--- config.mk ---
export PLATFORM = sky130hd
export DESIGN_NAME = ufill_link
export DESIGN_NICKNAME = d
export VERILOG_FILES = /design/src/rtl/ufill_pkg.sv /design/src/rtl/ufill_fifo.sv /design/src/rtl/ufill_baud.sv /design/src/rtl/ufill_tx.sv /design/src/rtl/ufill_rx.sv /design/src/rtl/ufill_link.sv
export SDC_FILE = /design/constraint.sdc
export NUM_CORES = 1
export LEC_CHECK = 0
export BUFFER_PORTS_ARGS = -buffer_cell sky130_fd_sc_hd__buf_4
export CAP_MARGIN = 20
export CORE_MARGIN = 1
export CORE_UTILIZATION = 48
export CTS_CLUSTER_DIAMETER = 80
export DETAILED_ROUTE_END_ITERATION = 12
export PLACE_DENSITY = 0.67
export SKIP_CTS_REPAIR_TIMING = 1
export SLEW_MARGIN = 20
export SYNTH_ARGS = -nofsm -noshare
export SYNTH_HDL_FRONTEND = slang
export SYNTH_HIERARCHICAL = 1
export SYNTH_SLANG_ARGS = --single-unit
--- constraint.sdc ---
create_clock -name clk -period 3.05 [get_ports clk]
set_input_delay 0 -clock clk [delete_from_list [all_inputs] [get_ports clk]]
set_output_delay 0 -clock clk [all_outputs]
set_load 0.02 [all_outputs]
--- src/rtl/ufill_pkg.sv ---
package ufill_pkg;
    localparam int BYTE_W   = 8;
    localparam int OVS      = 16;
    localparam int SUB_W    = $clog2(OVS);
    localparam int MID_SUB  = OVS / 2 - 1;
    localparam logic [BYTE_W-1:0] FILL_PATTERN = 8'hAA;

    typedef enum logic [1:0] {
        RX_IDLE  = 2'd0,
        RX_START = 2'd1,
        RX_BITS  = 2'd2
    } rx_state_e;

    typedef struct packed {
        logic err_frame;
        logic err_ovr;
    } sticky_t;
endpackage

--- src/rtl/ufill_fifo.sv ---
module ufill_fifo #(
    parameter int W     = 8,
    parameter int DEPTH = 8
) (
    input  logic         clk,
    input  logic         rst_n,
    input  logic         push_i,
    input  logic [W-1:0] data_i,
    input  logic         pop_i,
    output logic [W-1:0] head_o,
    output logic         full_o,
    output logic         empty_o
);
    localparam int AW = $clog2(DEPTH);

    typedef struct packed {
        logic [DEPTH-1:0][W-1:0] mem;
        logic [AW:0]             wr;
        logic [AW:0]             rd;
    } fifo_st_t;

    fifo_st_t q, d;
    logic do_push, do_pop;

    assign full_o  = (q.wr[AW] != q.rd[AW]) && (q.wr[AW-1:0] == q.rd[AW-1:0]);
    assign empty_o = (q.wr == q.rd);
    assign head_o  = q.mem[q.rd[AW-1:0]];

    always_comb begin
        d       = q;
        do_push = push_i && !full_o;
        do_pop  = pop_i && !empty_o;
        if (do_push) begin
            d.mem[q.wr[AW-1:0]] = data_i;
            d.wr = q.wr + (AW+1)'(1);
        end
        if (do_pop) begin
            d.rd = q.rd + (AW+1)'(1);
        end
    end

    always_ff @(posedge clk) begin
        if (!rst_n) begin
            q.mem <= '0;
            q.wr  <= '0;
            q.rd  <= '0;
        end else begin
            q <= d;
        end
    end


    fifo_full_hold_chk: assert property (@(posedge clk) disable iff (!rst_n)
        (push_i && full_o && !pop_i) |=> full_o);

    fifo_drain_chk: assert property (@(posedge clk) disable iff (!rst_n)
        (pop_i && full_o && !push_i) |=> (!full_o && !empty_o));
endmodule

--- src/rtl/ufill_baud.sv ---
module ufill_baud #(
    parameter int DIV_W = 12
) (
    input  logic             clk,
    input  logic             rst_n,
    input  logic [DIV_W-1:0] div_i,
    output logic             tick_o
);
    typedef struct packed {
        logic [DIV_W-1:0] cnt;
    } baud_st_t;

    baud_st_t q, d;

    assign tick_o = (q.cnt >= div_i);

    always_comb begin
        d = q;
        if (tick_o) d.cnt = '0;
        else        d.cnt = q.cnt + DIV_W'(1);
    end

    always_ff @(posedge clk) begin
        if (!rst_n) q <= '0;
        else        q <= d;
    end


    baud_gap_chk: assert property (@(posedge clk) disable iff (!rst_n)
        (tick_o && div_i != '0) |=> (!tick_o || div_i != $past(div_i)));
endmodule

--- src/rtl/ufill_tx.sv ---
module ufill_tx
    import ufill_pkg::*;
#(
    parameter logic [BYTE_W-1:0] FILL = FILL_PATTERN
) (
    input  logic              clk,
    input  logic              rst_n,
    input  logic              tick_i,
    input  logic              two_stop_i,
    input  logic              fifo_empty_i,
    input  logic [BYTE_W-1:0] fifo_data_i,
    output logic              fifo_pop_o,
    output logic              txd_o
);
    localparam int FRM_W = BYTE_W + 4;
    localparam int CNT_W = $clog2(FRM_W + 1);
    localparam logic [SUB_W-1:0] SUB_LAST = SUB_W'(OVS - 1);

    typedef struct packed {
        logic             started;
        logic [SUB_W-1:0] sub;
        logic [CNT_W-1:0] bitn;
        logic [FRM_W-1:0] sh;
    } tx_st_t;

    tx_st_t q, d;
    logic [CNT_W-1:0] last_idx;
    logic             load;

    assign txd_o = q.sh[0];

    always_comb begin
        d          = q;
        fifo_pop_o = 1'b0;
        last_idx   = two_stop_i ? CNT_W'(FRM_W - 1) : CNT_W'(FRM_W - 2);
        load       = tick_i && (!q.started || (q.sub == SUB_LAST && q.bitn >= last_idx));
        if (load) begin
            d.started = 1'b1;
            d.sub     = '0;
            d.bitn    = '0;
            if (!fifo_empty_i) begin
                fifo_pop_o = 1'b1;
                d.sh = {2'b11, 1'b1, fifo_data_i, 1'b0};
            end else begin
                d.sh = {2'b11, 1'b0, FILL, 1'b0};
            end
        end else if (tick_i) begin
            d.sub = q.sub + SUB_W'(1);
            if (q.sub == SUB_LAST) begin
                d.sh   = {1'b1, q.sh[FRM_W-1:1]};
                d.bitn = q.bitn + CNT_W'(1);
            end
        end
    end

    always_ff @(posedge clk) begin
        if (!rst_n) begin
            q.started <= 1'b0;
            q.sub     <= '0;
            q.bitn    <= '0;
            q.sh      <= '1;
        end else begin
            q <= d;
        end
    end


    tx_pop_nonempty_chk: assert property (@(posedge clk) disable iff (!rst_n)
        fifo_pop_o |-> !fifo_empty_i);

    tx_idle_high_chk: assert property (@(posedge clk) disable iff (!rst_n)
        !q.started |-> txd_o);

    tx_start_low_chk: assert property (@(posedge clk) disable iff (!rst_n)
        load |=> !txd_o);
endmodule

--- src/rtl/ufill_rx.sv ---
module ufill_rx
    import ufill_pkg::*;
(
    input  logic            clk,
    input  logic            rst_n,
    input  logic            tick_i,
    input  logic            two_stop_i,
    input  logic            rxd_i,
    input  logic            fifo_full_i,
    output logic            push_o,
    output logic [BYTE_W:0] push_data_o,
    output logic            ferr_set_o,
    output logic            ovr_set_o
);
    localparam int CNT_W = $clog2(BYTE_W + 4);
    localparam logic [SUB_W-1:0] SUB_LAST = SUB_W'(OVS - 1);
    localparam logic [SUB_W-1:0] SUB_MID  = SUB_W'(MID_SUB);

    typedef struct packed {
        logic [1:0]       sync;
        rx_state_e        st;
        logic [SUB_W-1:0] sub;
        logic [CNT_W-1:0] cnt;
        logic [BYTE_W:0]  sh;
        logic             ferr;
    } rx_st_t;

    rx_st_t q, d;
    logic             rx_s;
    logic [CNT_W-1:0] last_cnt;
    logic             fe;

    assign rx_s = q.sync[1];

    always_comb begin
        d           = q;
        d.sync      = {q.sync[0], rxd_i};
        push_o      = 1'b0;
        ferr_set_o  = 1'b0;
        ovr_set_o   = 1'b0;
        last_cnt    = two_stop_i ? CNT_W'(BYTE_W + 2) : CNT_W'(BYTE_W + 1);
        fe          = q.ferr | ~rx_s;
        push_data_o = {fe, q.sh[BYTE_W-1:0]};
        unique case (q.st)
            RX_IDLE: begin
                if (tick_i && !rx_s) begin
                    d.st  = RX_START;
                    d.sub = '0;
                end
            end
            RX_START: begin
                if (tick_i) begin
                    d.sub = q.sub + SUB_W'(1);
                    if (q.sub == SUB_MID && rx_s) begin
                        d.st = RX_IDLE;
                    end else if (q.sub == SUB_LAST) begin
                        d.st   = RX_BITS;
                        d.sub  = '0;
                        d.cnt  = '0;
                        d.ferr = 1'b0;
                    end
                end
            end
            RX_BITS: begin
                if (tick_i) begin
                    d.sub = q.sub + SUB_W'(1);
                    if (q.sub == SUB_MID) begin
                        d.cnt = q.cnt + CNT_W'(1);
                        if (q.cnt < CNT_W'(BYTE_W + 1)) begin
                            d.sh = {rx_s, q.sh[BYTE_W:1]};
                        end else begin
                            d.ferr = fe;
                        end
                        if (q.cnt >= last_cnt) begin
                            d.st = RX_IDLE;
                            if (q.sh[BYTE_W]) begin
                                ferr_set_o = fe;
                                if (fifo_full_i) ovr_set_o = 1'b1;
                                else             push_o    = 1'b1;
                            end
                        end
                    end
                end
            end
            default: d.st = RX_IDLE;
        endcase
    end

    always_ff @(posedge clk) begin
        if (!rst_n) begin
            q.sync <= 2'b11;
            q.st   <= RX_IDLE;
            q.sub  <= '0;
            q.cnt  <= '0;
            q.sh   <= '0;
            q.ferr <= 1'b0;
        end else begin
            q <= d;
        end
    end


    rx_room_chk: assert property (@(posedge clk) disable iff (!rst_n)
        push_o |-> !fifo_full_i);

    rx_back_idle_chk: assert property (@(posedge clk) disable iff (!rst_n)
        (push_o || ovr_set_o) |=> (q.st == RX_IDLE));

    rx_one_event_chk: assert property (@(posedge clk) disable iff (!rst_n)
        !(push_o && ovr_set_o));
endmodule

--- src/rtl/ufill_link.sv ---
module ufill_link
    import ufill_pkg::*;
#(
    parameter int DIV_W      = 12,
    parameter int FIFO_DEPTH = 8,
    parameter logic [BYTE_W-1:0] FILL = FILL_PATTERN
) (
    input  logic             clk,
    input  logic             rst_n,
    input  logic [DIV_W-1:0] div_i,
    input  logic             two_stop_i,
    input  logic             tx_push_i,
    input  logic [7:0]       tx_data_i,
    output logic             tx_full_o,
    output logic             tx_empty_o,
    input  logic             rx_pop_i,
    output logic [7:0]       rx_data_o,
    output logic             rx_ferr_o,
    output logic             rx_full_o,
    output logic             rx_empty_o,
    output logic             txd_o,
    input  logic             rxd_i,
    input  logic             err_clr_i,
    output logic             err_frame_o,
    output logic             err_ovr_o
);
    localparam int RX_W = BYTE_W + 1;

    logic              tick;
    logic              tx_pop;
    logic [BYTE_W-1:0] tx_head;
    logic              rx_push;
    logic [RX_W-1:0]   rx_entry;
    logic [RX_W-1:0]   rx_head;
    logic              ferr_set;
    logic              ovr_set;

    sticky_t q, d;

    ufill_baud #(.DIV_W(DIV_W)) u_baud (
        .clk    (clk),
        .rst_n  (rst_n),
        .div_i  (div_i),
        .tick_o (tick)
    );

    ufill_fifo #(.W(BYTE_W), .DEPTH(FIFO_DEPTH)) u_txq (
        .clk     (clk),
        .rst_n   (rst_n),
        .push_i  (tx_push_i),
        .data_i  (tx_data_i),
        .pop_i   (tx_pop),
        .head_o  (tx_head),
        .full_o  (tx_full_o),
        .empty_o (tx_empty_o)
    );

    ufill_tx #(.FILL(FILL)) u_tx (
        .clk          (clk),
        .rst_n        (rst_n),
        .tick_i       (tick),
        .two_stop_i   (two_stop_i),
        .fifo_empty_i (tx_empty_o),
        .fifo_data_i  (tx_head),
        .fifo_pop_o   (tx_pop),
        .txd_o        (txd_o)
    );

    ufill_rx u_rx (
        .clk         (clk),
        .rst_n       (rst_n),
        .tick_i      (tick),
        .two_stop_i  (two_stop_i),
        .rxd_i       (rxd_i),
        .fifo_full_i (rx_full_o),
        .push_o      (rx_push),
        .push_data_o (rx_entry),
        .ferr_set_o  (ferr_set),
        .ovr_set_o   (ovr_set)
    );

    ufill_fifo #(.W(RX_W), .DEPTH(FIFO_DEPTH)) u_rxq (
        .clk     (clk),
        .rst_n   (rst_n),
        .push_i  (rx_push),
        .data_i  (rx_entry),
        .pop_i   (rx_pop_i),
        .head_o  (rx_head),
        .full_o  (rx_full_o),
        .empty_o (rx_empty_o)
    );

    assign rx_data_o   = rx_head[BYTE_W-1:0];
    assign rx_ferr_o   = rx_head[BYTE_W];
    assign err_frame_o = q.err_frame;
    assign err_ovr_o   = q.err_ovr;

    always_comb begin
        d           = q;
        d.err_frame = (q.err_frame && !err_clr_i) || ferr_set;
        d.err_ovr   = (q.err_ovr && !err_clr_i) || ovr_set;
    end

    always_ff @(posedge clk) begin
        if (!rst_n) q <= '0;
        else        q <= d;
    end


    flag_clear_chk: assert property (@(posedge clk) disable iff (!rst_n)
        (err_clr_i && !ferr_set && !ovr_set) |=> (!err_frame_o && !err_ovr_o));

    ovr_sticky_chk: assert property (@(posedge clk) disable iff (!rst_n)
        (err_ovr_o && !err_clr_i) |=> err_ovr_o);

    ovr_keeps_full_chk: assert property (@(posedge clk) disable iff (!rst_n)
        (ovr_set && !rx_pop_i) |=> rx_full_o);
endmodule

==> impl_metrics.json <==
{
  "clk_pin_slew_worst_paths_ns": 0.06,
  "crit_type": "reg -> reg",
  "synth.area.top_cells": "dfxtp_1 41%, mux2i_1 15%, mux4_2 7.6%",
  "netlist.area_leader.share_pct": 41.0,
  "antenna_found_initial": 0,
  "htreeDepth": 1,
  "synthesis.instances": 983,
  "power.density_nw_per_um2": 490,
  "synthFlopType": "dfxtp_1",
  "final_cell_mix": "206 x dfxtp_1, 191 x nand2_1, 154 x mux2i_1",
  "nets": 1106,
  "crit_fanout": 6,
  "synth_seq_cells": 207,
  "num_antenna_cells": 0,
  "grt_pass1_vias": 6935,
  "rsz0062_at_grt": "no",
  "period_minus_slack_ns": 2.86,
  "initial_utilization_pct": 49.5,
  "drc": 0,
  "core_area_um2": 20400,
  "crit_path_start_kind": "flop",
  "drive_gt1_share_pct": 22.2,
  "synthArstFlopShare_pct": 0,
  "endpoint_kind": "flop",
  "drt_wl_total_mm": 21.6,
  "rows": 52,
  "wire_per_inst_um": 16.2,
  "gp_congestion": 0.789,
  "seq_area_frac_synth_pct": 41.0,
  "die_w_um": 147,
  "io_pins": 43,
  "syn-num-nets": 1039,
  "cts_tree": "built",
  "vias": 7169,
  "tns_ns": 0,
  "synth_edf_count": 0,
  "clock.fmax_mhz": 349,
  "fin_util_pct": 57.8,
  "cts-root-buf": "clkbuf_16",
  "hold_violations": 0,
  "grt.total_usage_pct": 19.8,
  "yosys_warnings": 6,
  "cp_data_required_time_ns": 3.42,
  "hpwl_mm": 14.0,
  "cp.arrival_ns": 3.24,
  "stdcell_count": 1337,
  "finalSetupViolCount": 0,
  "synthDistinctLibCells": 76,
  "drt-vias-per-instance": 5.36,
  "worst_slack_ns": 0.188,
  "p_leak_nw": 4.74,
  "worstSkewPairLatency_ns": 0.53,
  "clock-skew-final_ns": 0.0279,
  "outcome": "finished clean",
  "dp.cells": 1278,
  "maxSlewViolCount": 0,
  "drt_first_pass_iters": 5,
  "area_growth_pct": 16.7,
  "synth_top_area_cell": "dfxtp_1",
  "cts_made_buffers": 24,
  "drtIter0Drc": 322,
  "place_ws_ns": -0.104,
  "syn_avg_cell_area_um2": 10.3,
  "dieHeight_um": 147,
  "finalCritPeriodShare_pct": 93.8,
  "grt_pass1_wl_mm": 35.0,
  "cts.path.max_buffers": 3,
  "holdCritPathClass": "in -> reg",
  "io_buffers": 42,
  "grt_remaining_overflow": 0,
  "layout_commonest_cell": "dfxtp_1",
  "dieArea_um2": 21700,
  "worstMarginPinSlew_ns": 1.09,
  "ant_nets": 0,
  "peakVddDrop_mv": 0.416,
  "worst_slew_margin_rel_pct": 27.2,
  "netlist_area_um2": 10100,
  "grt_start_max_net_pins": 87,
  "cap_violations": 0,
  "cts_num_sinks": 207
}
## per-stage QoR
step	area, um2	power (mW)	hold WS, ns
6_report	11800	5.79	0.232
5_1_grt	11800	6.00	0.256
4_1_cts	11600	5.84	-0.332
3_3_place_gp	10800	3.09	0.182
2_1_floorplan	10100	3.00	0.0730
3_5_place_dp	10800	3.09	0.194
## layer usage
metal,part of all wire (%),vias to the layer above,GRT usage [%]
li1,-,3558,-
met1,45,3473,25.5
met4,1.4,0,4.69
met5,0,-,0
met3,3.6,28,3.20
met2,50,110,34.5
## cell usage after synthesis, types with 4 or more instances
cell / instances
and2_1: 4
buf_2: 10
nand3_1: 13
clkbuf_1: 25
buf_6: 9
dfxtp_1: 207
a221o_1: 4
or4_1: 5
buf_4: 17
xnor2_1: 9
a21oi_1: 12
nor2_2: 9
nor2b_1: 16
or3_1: 11
nand4_1: 8
mux2i_1: 154
a21boi_0: 12
ha_1: 29
nor3b_1: 4
buf_1: 4
nand2_1: 193
nand2b_1: 12
o21ai_0: 19
mux4_2: 34
o2111ai_1: 4
o21a_1: 4
nor4b_1: 4
mux2_2: 18
inv_1: 34
xor2_1: 15
nor2_1: 20
## path summary, 6_finish.rpt
| check | to | from | slack [ns] | depth (start not counted) |
|---|---|---|---|---|
| setup / recovery | u_rxq/q[46]$_SDFFE_PN0P_ | u_baud/q[0]$_SDFF_PP0_ | 0.19 | 16 |
| hold / removal | u_baud/q[0]$_SDFF_PP0_ | div_i[11] | 0.23 | 6 |
| setup reg to reg | u_rxq/q[46]$_SDFFE_PN0P_ | u_baud/q[0]$_SDFF_PP0_ | 0.19 | 16 |
| hold reg to reg | u_rx/q[21]$_SDFF_PN1_ | u_rx/d[21]$_SDFF_PN1_ | 0.42 | 1 |
## sequential cells by signal, summed over array words and instances, names as in the netlist, 8 cells and up
name / count
u_rx/push_data_o: 8
u_tx/q: 18
u_rx/q: 13
u_txq/q: 72
u_rxq/q: 80
u_baud/q: 12
## power by group
part | switching (mW) | internal [mW]
clock network | 1.10 | 1.64
logic | 0.162 | 0.131
registers | 0.0237 | 2.73
total | 1.29 | 4.50
## kinds of logic (layout without fill, tap and decap cells)
group | Yosys count | in the layout | share of synthesized area, %
DFF | 207 | 207 | 41.0
AOI/OAI and AO/OA | 82 | 82 | 6.49
xor gates and xnor gates | 27 | 27 | 2.78
adders and majority gates | 29 | 29 | 3.59
and+or+nand+nor | 331 | 331 | 16.0
muxes | 206 | 206 | 24.8
buffers and inverters | 101 | 185 | 5.34
## layout make-up
type	count	area, um2
Timing Repair Buffer	108	892
Multi-Input combinational cell	675	5550
Inverter	34	128
Tap cell	270	338
Clock buffer	37	689
Fill cell	1759	8620
Sequential cell	207	4150
Clock inverter	6	66.3
## worst max-delay path: stages, from the launching register on
cell,delay [ns]
dfxtp_2,0.32
inv_1,0.04
ha_1,0.26
nand2b_4,0.10
a2111o_1,0.13
a21oi_2,0.06
o211ai_1,0.24
and2_4,0.20
nand2_2,0.05
inv_2,0.07
nand3_4,0.09
nor2_4,0.13
buf_6,0.12
nand2_2,0.06
or4_4,0.51
buf_4,0.19
mux2i_1,0.12
Note: power is estimated with default switching activity, not from simulation.
